File: src/rtl/fuse_rd_pkg.sv
package fuse_rd_pkg;

    localparam int REG_W = 32;

    // register offsets
    localparam int OFF_CTRL  = 0;
    localparam int OFF_CFG   = 4;
    localparam int OFF_STAT  = 8;
    localparam int OFF_DATA0 = 12;

    // control fields
    localparam int CTRL_GO_BIT   = 0;
    localparam int CTRL_ADDR_LSB = 21;

    // configuration fields
    localparam int CFG_IE_BIT      = 31;
    localparam int CFG_SETUP_LSB   = 20;
    localparam int CFG_STROBE_LSB  = 16;

    typedef enum logic [1:0] {
        ST_IDLE,
        ST_SETUP,
        ST_STROBE
    } rd_state_e;

endpackage

File: src/rtl/fuse_rd_seq.sv
module fuse_rd_seq
    import fuse_rd_pkg::*;
#(
    parameter int ADJ_W = 4,
    parameter int STR_W = 4
) (
    input  logic             clk,
    input  logic             rst_n,
    input  logic             start,
    input  logic [ADJ_W-1:0] setup_cnt,
    input  logic [STR_W-1:0] strobe_cnt,
    output logic             busy,
    output logic             fuse_en,
    output logic             fuse_strobe,
    output logic             capture
);

    localparam int CNT_W = ((ADJ_W > STR_W) ? ADJ_W : STR_W) + 2;

    rd_state_e        state_q, state_d;
    logic [CNT_W-1:0] cnt_q;
    logic [STR_W-1:0] str_q;
    logic             cnt_zero;

    assign cnt_zero = (cnt_q == '0);

    // state register
    always_ff @(posedge clk) begin
        if (!rst_n) begin
            state_q <= ST_IDLE;
        end else begin
            state_q <= state_d;
        end
    end

    // next state
    always_comb begin
        state_d = state_q;
        unique case (state_q)
            ST_IDLE:   if (start)    state_d = ST_SETUP;
            ST_SETUP:  if (cnt_zero) state_d = ST_STROBE;
            ST_STROBE: if (cnt_zero) state_d = ST_IDLE;
            default:                 state_d = ST_IDLE;
        endcase
    end

    // phase counter and strobe count snapshot
    always_ff @(posedge clk) begin
        if (!rst_n) begin
            cnt_q <= '0;
            str_q <= '0;
        end else begin
            unique case (state_q)
                ST_IDLE: begin
                    if (start) begin
                        cnt_q <= CNT_W'(setup_cnt);
                        str_q <= strobe_cnt;
                    end
                end
                ST_SETUP: begin
                    if (cnt_zero) cnt_q <= CNT_W'(str_q) + CNT_W'(3);
                    else          cnt_q <= cnt_q - CNT_W'(1);
                end
                ST_STROBE: begin
                    if (!cnt_zero) cnt_q <= cnt_q - CNT_W'(1);
                end
                default: cnt_q <= '0;
            endcase
        end
    end

    // outputs
    always_comb begin
        busy        = 1'b0;
        fuse_en     = 1'b0;
        fuse_strobe = 1'b0;
        capture     = 1'b0;
        unique case (state_q)
            ST_IDLE: ;
            ST_SETUP: begin
                busy    = 1'b1;
                fuse_en = 1'b1;
            end
            ST_STROBE: begin
                busy        = 1'b1;
                fuse_en     = 1'b1;
                fuse_strobe = 1'b1;
                capture     = cnt_zero;
            end
            default: ;
        endcase
    end

endmodule

File: src/rtl/fuse_data_bank.sv
module fuse_data_bank
    import fuse_rd_pkg::*;
#(
    parameter int WORDS = 8
) (
    input  logic                   clk,
    input  logic                   rst_n,
    input  logic                   capture,
    input  logic [WORDS*REG_W-1:0] row_in,
    output logic [WORDS*REG_W-1:0] words_out
);

    for (genvar g = 0; g < WORDS; g++) begin : g_word
        logic [REG_W-1:0] word_q;
        always_ff @(posedge clk) begin
            if (!rst_n) begin
                word_q <= '0;
            end else if (capture) begin
                word_q <= row_in[g*REG_W +: REG_W];
            end
        end
        assign words_out[g*REG_W +: REG_W] = word_q;
    end

endmodule

File: src/rtl/fuse_burst_reader.sv
module fuse_burst_reader
    import fuse_rd_pkg::*;
#(
    parameter int BYTE_AW = 10,
    parameter int FUSE_AW = 9,
    parameter int WORDS   = 8,
    parameter int ADJ_W   = 4,
    parameter int STR_W   = 4,
    parameter int REG_AW  = 6
) (
    input  logic                   clk,
    input  logic                   rst_n,
    input  logic [REG_AW-1:0]      reg_addr,
    input  logic                   reg_wen,
    input  logic [REG_W-1:0]       reg_wdata,
    output logic [REG_W-1:0]       reg_rdata,
    output logic                   irq,
    output logic [FUSE_AW-1:0]     fuse_addr,
    output logic                   fuse_en,
    output logic                   fuse_strobe,
    input  logic [WORDS*REG_W-1:0] fuse_rdata
);

    localparam int ROW_BYTES = WORDS * (REG_W / 8);
    localparam int ROW_LSB   = $clog2(ROW_BYTES);
    localparam int ROW_W     = BYTE_AW - ROW_LSB;
    localparam int PAD_W     = FUSE_AW - ROW_W;
    localparam int ROW_HI    = CTRL_ADDR_LSB + BYTE_AW - 1;
    localparam int ROW_LO    = CTRL_ADDR_LSB + ROW_LSB;

    logic [REG_W-1:0]       ctrl_q, cfg_q;
    logic                   rd_done_q;
    logic [FUSE_AW-1:0]     fuse_addr_q;
    logic                   busy, capture, start;
    logic                   hit_ctrl, hit_cfg;
    logic [WORDS*REG_W-1:0] words;

    assign hit_ctrl = reg_wen && (reg_addr == REG_AW'(OFF_CTRL));
    assign hit_cfg  = reg_wen && (reg_addr == REG_AW'(OFF_CFG));
    assign start    = hit_ctrl && !busy && reg_wdata[CTRL_GO_BIT];

    always_ff @(posedge clk) begin
        if (!rst_n) begin
            ctrl_q      <= '0;
            cfg_q       <= '0;
            fuse_addr_q <= '0;
            rd_done_q   <= 1'b0;
        end else begin
            if (hit_ctrl && !busy) ctrl_q <= reg_wdata;
            if (hit_cfg)           cfg_q  <= reg_wdata;
            if (start) begin
                fuse_addr_q <= {reg_wdata[ROW_HI:ROW_LO], {PAD_W{1'b0}}};
                rd_done_q   <= 1'b0;
            end else if (capture) begin
                rd_done_q   <= 1'b1;
            end
        end
    end

    fuse_rd_seq #(
        .ADJ_W (ADJ_W),
        .STR_W (STR_W)
    ) u_seq (
        .clk         (clk),
        .rst_n       (rst_n),
        .start       (start),
        .setup_cnt   (cfg_q[CFG_SETUP_LSB +: ADJ_W]),
        .strobe_cnt  (cfg_q[CFG_STROBE_LSB +: STR_W]),
        .busy        (busy),
        .fuse_en     (fuse_en),
        .fuse_strobe (fuse_strobe),
        .capture     (capture)
    );

    fuse_data_bank #(
        .WORDS (WORDS)
    ) u_bank (
        .clk       (clk),
        .rst_n     (rst_n),
        .capture   (capture),
        .row_in    (fuse_rdata),
        .words_out (words)
    );

    assign fuse_addr = fuse_addr_q;
    assign irq       = rd_done_q && cfg_q[CFG_IE_BIT];

    always_comb begin
        reg_rdata = '0;
        if (reg_addr == REG_AW'(OFF_CTRL)) reg_rdata = ctrl_q;
        if (reg_addr == REG_AW'(OFF_CFG))  reg_rdata = cfg_q;
        if (reg_addr == REG_AW'(OFF_STAT)) reg_rdata = REG_W'(rd_done_q);
        for (int i = 0; i < WORDS; i++) begin
            if (reg_addr == REG_AW'(OFF_DATA0 + 4 * i)) begin
                reg_rdata = words[i*REG_W +: REG_W];
            end
        end
    end

endmodule

File: config.mk
export PLATFORM = sky130hd
export DESIGN_NAME = fuse_burst_reader
export DESIGN_NICKNAME = d
export VERILOG_FILES = /design/src/rtl/fuse_rd_pkg.sv /design/src/rtl/fuse_rd_seq.sv /design/src/rtl/fuse_data_bank.sv /design/src/rtl/fuse_burst_reader.sv
export SDC_FILE = /design/constraint.sdc
export NUM_CORES = 1
export LEC_CHECK = 0
export BUFFER_PORTS_ARGS = -buffer_cell sky130_fd_sc_hd__buf_2
export CORE_ASPECT_RATIO = 0.75
export CORE_MARGIN = 3
export CORE_UTILIZATION = 55
export CTS_CLUSTER_SIZE = 20
export DETAILED_ROUTE_END_ITERATION = 12
export PLACE_DENSITY_LB_ADDON = 0.25
export SETUP_SLACK_MARGIN = 0.02
export SYNTH_ARGS = -nofsm -noshare
export SYNTH_HDL_FRONTEND = slang
export SYNTH_HIERARCHICAL = 1
export SYNTH_SLANG_ARGS = --single-unit
File: constraint.sdc
create_clock -name clk -period 4 [get_ports clk]
set_input_delay 0.8 -clock clk [delete_from_list [all_inputs] [get_ports clk]]
set_output_delay 0.8 -clock clk [all_outputs]
set_load 0.05 [all_outputs]
# [After elaboration in Yosys (flattened, before gate mapping)]
# Index checks and enable logic that the tools add are counted.
[classes] n_eq_ne=16 addsub=2 n_reduce_logical=14 n_mux=22 bitwise=1
[op_table] operator="two-way mux 32 bit" n=11
[op_table] operator="equality test 6 x 5 -> 1 bit, second input constant" n=4
[op_table] operator="equality test 6 bit, second input constant" n=3
[op_table] operator="two-way mux 6 bit" n=3
[op_table] operator="case mux 6 bit (3 select lines)" n=1
[op_table] operator="equality test 6 x 4 -> 1 bit, second input constant" n=2
[op_table] operator="zero test 6 bit" n=2
[op_table] operator="equality test 6 x 3 -> 1 bit, second input constant" n=1
[op_table] operator="two-way mux 2 bit" n=3
[op_table] operator="case mux 2 bit (3 select lines)" n=1
[op_table] operator="subtractor 6 x 1 -> 6 bit, second input constant" n=1
[op_table] operator="adder 4 x 2 -> 5 bit, second input constant" n=1
[op_table] operator="logical AND 1 bit" n=5
[op_table] operator="inequality test 2 x 1 -> 1 bit, second input constant" n=2
[op_table] operator="inequality test 2 bit, second input constant" n=2
[op_table] operator="AND reduction 2 bit" n=2
[op_table] operator="OR reduction 2 bit" n=2
[op_table] operator="two-way mux 1 bit" n=3
[op_table] operator="AND reduction 3 bit" n=1
[op_table] operator="equality test 2 x 1 -> 1 bit, second input constant" n=1
[op_table] operator="equality test 2 bit, second input constant" n=1
[op_table] operator="zero test 2 bit" n=1
[op_table] operator="zero test 1 bit" n=1
[op_table] operator="inverter 1 bit" n=1
[word_totals] output_inout_bits=44 wordCells=70 in_bits=297 regBits=338

# [Depth between registers and ports, before layout]
[depth] depth_word=12 mapped_depth=12 depth_no_buf=8

# [Modules after synthesis]
# The synthesis kept the hierarchy.
[by_module_without_submodules] module="fuse_data_bank" cells_per_inst=825 area_each_um2=9950.8 n_inst=1 seq_area_each_um2=5124.9
[by_module_without_submodules] module="fuse_burst_reader" cells_per_inst=767 area_each_um2=5544.1 n_inst=1 seq_area_each_um2=1401.3
[by_module_without_submodules] module="fuse_rd_seq" cells_per_inst=113 area_each_um2=850.8 n_inst=1 seq_area_each_um2=240.2

# [Worst setup path before layout]
# No wires, ideal clock.
[synth_timing] path_kind="input -> output" from="input reg_addr[0]" to="output reg_rdata[19]" t_arrival_ns=3.304 n_path_buf=3 stages=7 required_ns=3.200 path_slack_ns=-0.104 path_cell_list="buf_2 or4b_1 clkbuf_1 nor2_2 buf_2 a2111oi_0 o31ai_1"
[synth_between] elab_chain_cells=12 elab_cells_between_ends=22 classes_between="eq/ne: 10; mux: 11; reduce/logical: 1"
[synth_rtl] item="start, declared" line="fuse_burst_reader.sv:13" rtl="input logic [REG_AW-1:0] reg_addr,"
[synth_rtl] item="zero test 6 bit" line="fuse_burst_reader.sv:90" rtl="if (reg_addr == REG_AW'(OFF_CTRL)) reg_rdata = ctrl_q;"
[synth_rtl] item="two-way mux 32 bit" line="fuse_burst_reader.sv:90"
[synth_rtl] item="two-way mux 32 bit" line="fuse_burst_reader.sv:91" rtl="if (reg_addr == REG_AW'(OFF_CFG)) reg_rdata = cfg_q;"
[synth_rtl] item="two-way mux 32 bit" line="fuse_burst_reader.sv:92" rtl="if (reg_addr == REG_AW'(OFF_STAT)) reg_rdata = REG_W'(rd_done_q);"
[synth_rtl] item="two-way mux 32 bit (7 in a row)" line="fuse_burst_reader.sv:94" rtl="if (reg_addr == REG_AW'(OFF_DATA0 + 4 * i)) begin"
[synth_rtl] item="two-way mux 32 bit (*)" line="fuse_burst_reader.sv:94"
[synth_rtl] item="end, declared" line="fuse_burst_reader.sv:16" rtl="output logic [REG_W-1:0] reg_rdata,"
# Mark *: on every way between the ends. The rest lies on a longest branch, timed or not.

# [Worst setup path after layout]
[layout_timing] from="input reg_addr[4]" to="output reg_rdata[30]"
# The elaborated chain is that of the path after synthesis.

==> impl_metrics.yaml <==
outcome:
  outcome: "finished clean"
setup_path:
  setup.worst_path.class: "primary input to primary output"
  slowest_delay_ns: 0.63
  worstSetupEndpointType: "primary output"
  crit_path_top_delay_cell: "or4b_1"
  worst-path-buf-inv: 4
  cp_max_fo: 10
  crit_chain: "buf_2 -> buf_4 -> or4b_1 -> nor2_2 -> buf_4 -> a22o_1 -> a21oi_1 -> o21ai_0 -> buf_2"
  r2r_end: "u_bank/g_word[7].word_q[12]"
  worstRegToRegCells: 8
  startpoint_type: "primary input"
  cp_top_family: "simple AND/OR/NAND/NOR gates"
  worst-path-stages: 9
  rrSetupSlack_ns: 0.97
  arrival_ns: 3.08
  crit_required_ns: 3.20
  r2r_start: "u_seq/cnt_q[0]"
global_route:
  grt_pass1_wl_um: 75810
  antenna_found_initial: 22
  grt_max_degree: 124
  grt_pass1_vias: 13370
  gr-usage-all-layers_pct: 30.63
  overflow: 0
yosys:
  yosysMostFrequentCell: "dfxtp_1"
  synth_top_area_share_pct: 41.40
  ys_seq_area_share_pct: 41.40
  yosys_warnings: 6
  syn-instance-count: 1705
  ys_ff_latch: 338
  synth.top_cells.by_count: "dfxtp_1, mux2i_1, nor2b_1, nand2_1, a21oi_1"
  async_reset_ff_share_pct: 0
  synth-edff-count: 0
  postSynthAreaPerCell_um2: 9.587
  synth_area_um2: 16350
  synth_cell_types: 70
  synthTopCellsByArea: "dfxtp_1, mux2i_1, nor2b_1, nand2_1, buf_12"
  yosysTopAreaCell: "dfxtp_1"
  synth-main-ff-cell: "dfxtp_1"
placement:
  dpl_cell_area_um2: 18090
  port_buffers: 336
  globalplace.congestion: 0.9478
  dp_hpwl_um: 37690
  pre_cts_slack_ns: 0.1874
clock_network:
  cts_tree: "done"
  clock-sinks: 338
  clk_path_buf_depth: 3
  htree_levels: 2
  cts_resized: 0
  clock_latency_ns: 0.53
  numCtsBuffers: 35
  post-cts-setup-buffers: 0
  holdBufCountCts: 0
  clk_pin_slew_ns: 0.06
  cts-root-buf: "clkbuf_16"
cells_and_area:
  nNetsFinal: 2302
  syn2layout_area_growth_pct: 18.17
  stdcell_area_um2: 19320
  drive_gt1_share_pct: 23.89
detailed_routing:
  drt-pass1-iter-count: 5
  vias: 13910
  ant_nets: 0
  wirelength_um: 51260
  drc_errors: 0
  drtIter0Drc: 1399
  routed_via_density: 5.746
  routedWlPerCell_um: 21.18
power_and_ir_drop:
  leakagePower_nw: 6.845
  peakVddDrop_v: 0.0002832
  power_density_nw_per_um2: 385.2
die:
  die-area_um2: 31840
  ios: 341
  core_area_um2: 28650
  die_x_um: 205.1
  num_rows: 53
  initial_utilization_pct: 57.06
  die_h_um: 155.3
sta:
  slew_headroom_pct: 34.64
  setup_violations: 0
  post-route-period-util_pct: 97.02
  setup_tns_ns: 0
  final.setup_skew_ns: 0.01901
  maxSlewViolCount: 0
  worst_slack_ns: 0.1191
  hold_viol: 0
  worstMarginPinSlew_ns: 0.9804
  fmax_mhz: 257.7
  rsz0062_at_grt: "false"
  period_needed_ns: 3.881
worst_hold_path:
  hold-path-endpoint: "ctrl_q[23]"
  min_path_type: "register to register"
  min_from: "ctrl_q[23]"
  hold_depth: 2
flow_run:
  maxCapViolCount: 0
[through the flow]
stage	power, mW	util (%)	cells	hold slack [ns]
2_1_floorplan	3.844	-	1708	0.4344
3_3_place_gp	4.095	63.14	2346	0.4401
3_5_place_dp	4.100	63.14	2346	0.4460
4_1_cts	7.464	67.31	2407	0.4543
5_1_grt	7.638	67.40	2417	0.4838
6_report	7.440	67.43	2420	0.4500
[final cells by class]
type / count / area, um^2
Fill cell: 2361 / 9331
Inverter: 12 / 45.04
Antenna cell: 13 / 32.53
Multi-Input combinational cell: 1219 / 8542
Timing Repair Buffer: 392 / 2253
Clock buffer: 49 / 1051
Tap cell: 385 / 481.7
Clock inverter: 12 / 143.9
Sequential cell: 338 / 6766
[sequential cells by signal (all words and copies together) (netlist names)]
register / cells
u_seq/str_q: 4
rd_done_q: 1
cfg_q: 32
fuse_addr: 5
u_seq/state_q: 2
u_bank/g_word.word_q: 256
u_seq/cnt_q: 6
ctrl_q: 32
[cells by family after synthesis]
group | after synthesis | share of synthesized area, %
xor+xnor | 4 | 0.2144
other cells | 1 | 0.02294
buf+inv | 151 | 6.652
compound gates | 347 | 14.02
simple gates | 547 | 18.13
flops | 338 | 41.40
mux | 310 | 19.02
fa+ha+maj | 7 | 0.5358
[how the worst max path moves through the flow]
stage	endpoint	start
after floorplan	reg_rdata[30]	reg_addr[0]
after detailed placement	reg_rdata[30]	reg_addr[4]
after global placement	reg_rdata[5]	reg_addr[1]
final	reg_rdata[30]	reg_addr[4]
after global routing	reg_rdata[27]	reg_addr[4]
after CTS	reg_rdata[30]	reg_addr[4]
[tightest hold or removal path, stage by stage (launching register included)]
cell and delay (ns):
dfxtp_1 0.30, nand2_1 0.05, a21boi_1 0.05
[layout by cell type (no fill, tap or decap), types with 4 or more instances in the layout]
| cell | netlist | layout |
|---|---|---|
| a21boi_1 | 6 | 6 |
| dfxtp_1 | 338 | 338 |
| nand2b_1 | 5 | 5 |
| o21ai_0 | 43 | 41 |
| nand3_1 | 9 | 9 |
| nor2_1 | 36 | 33 |
| or4_1 | 4 | 4 |
| inv_1 | 11 | 11 |
| nor3_2 | 1 | 5 |
| buf_2 | 27 | 332 |
| clkinv_2 | 0 | 6 |
| clkbuf_16 | 0 | 37 |
| a31o_2 | 4 | 4 |
| and3_1 | 6 | 6 |
| nor2_2 | 3 | 6 |
| conb_1 | 1 | 4 |
| mux2i_1 | 305 | 305 |
| o31a_1 | 18 | 18 |
| a22o_1 | 23 | 23 |
| a22oi_1 | 16 | 16 |
| o211ai_1 | 4 | 4 |
| a21boi_0 | 60 | 60 |
| nand2_1 | 157 | 157 |
| clkbuf_1 | 71 | 4 |
| or3_1 | 4 | 4 |
| a211oi_1 | 21 | 21 |
| o21ai_1 | 17 | 19 |
| ha_1 | 7 | 7 |
| buf_4 | 8 | 48 |
| o22ai_1 | 16 | 16 |
| mux2_2 | 5 | 5 |
| nor2b_1 | 267 | 267 |
| nor3_1 | 31 | 27 |
| buf_12 | 26 | 11 |
| diode_2 | 0 | 13 |
| a21oi_1 | 93 | 93 |
| clkbuf_8 | 0 | 8 |
[power by group]
part           internal, mW  switching [mW]  total [mW]  leakage (nW)
clock                  2.03            1.37        3.40         0.589
combinational         0.273           0.351       0.624          3.54
sequential             3.39          0.0200        3.41          2.72
total                  5.70            1.74        7.44          6.85
[per-layer routing]
metal  vias up  global-route usage [%]  part of all wire (%)
li1       6528                       -                     -
met4        22                   11.19                   3.3
met2       673                   48.95                    45
met3       134                   7.342                   9.6
met1      6549                   40.52                    41
met5         -                       0                  0.31
(Power assumes the default switching activity.)
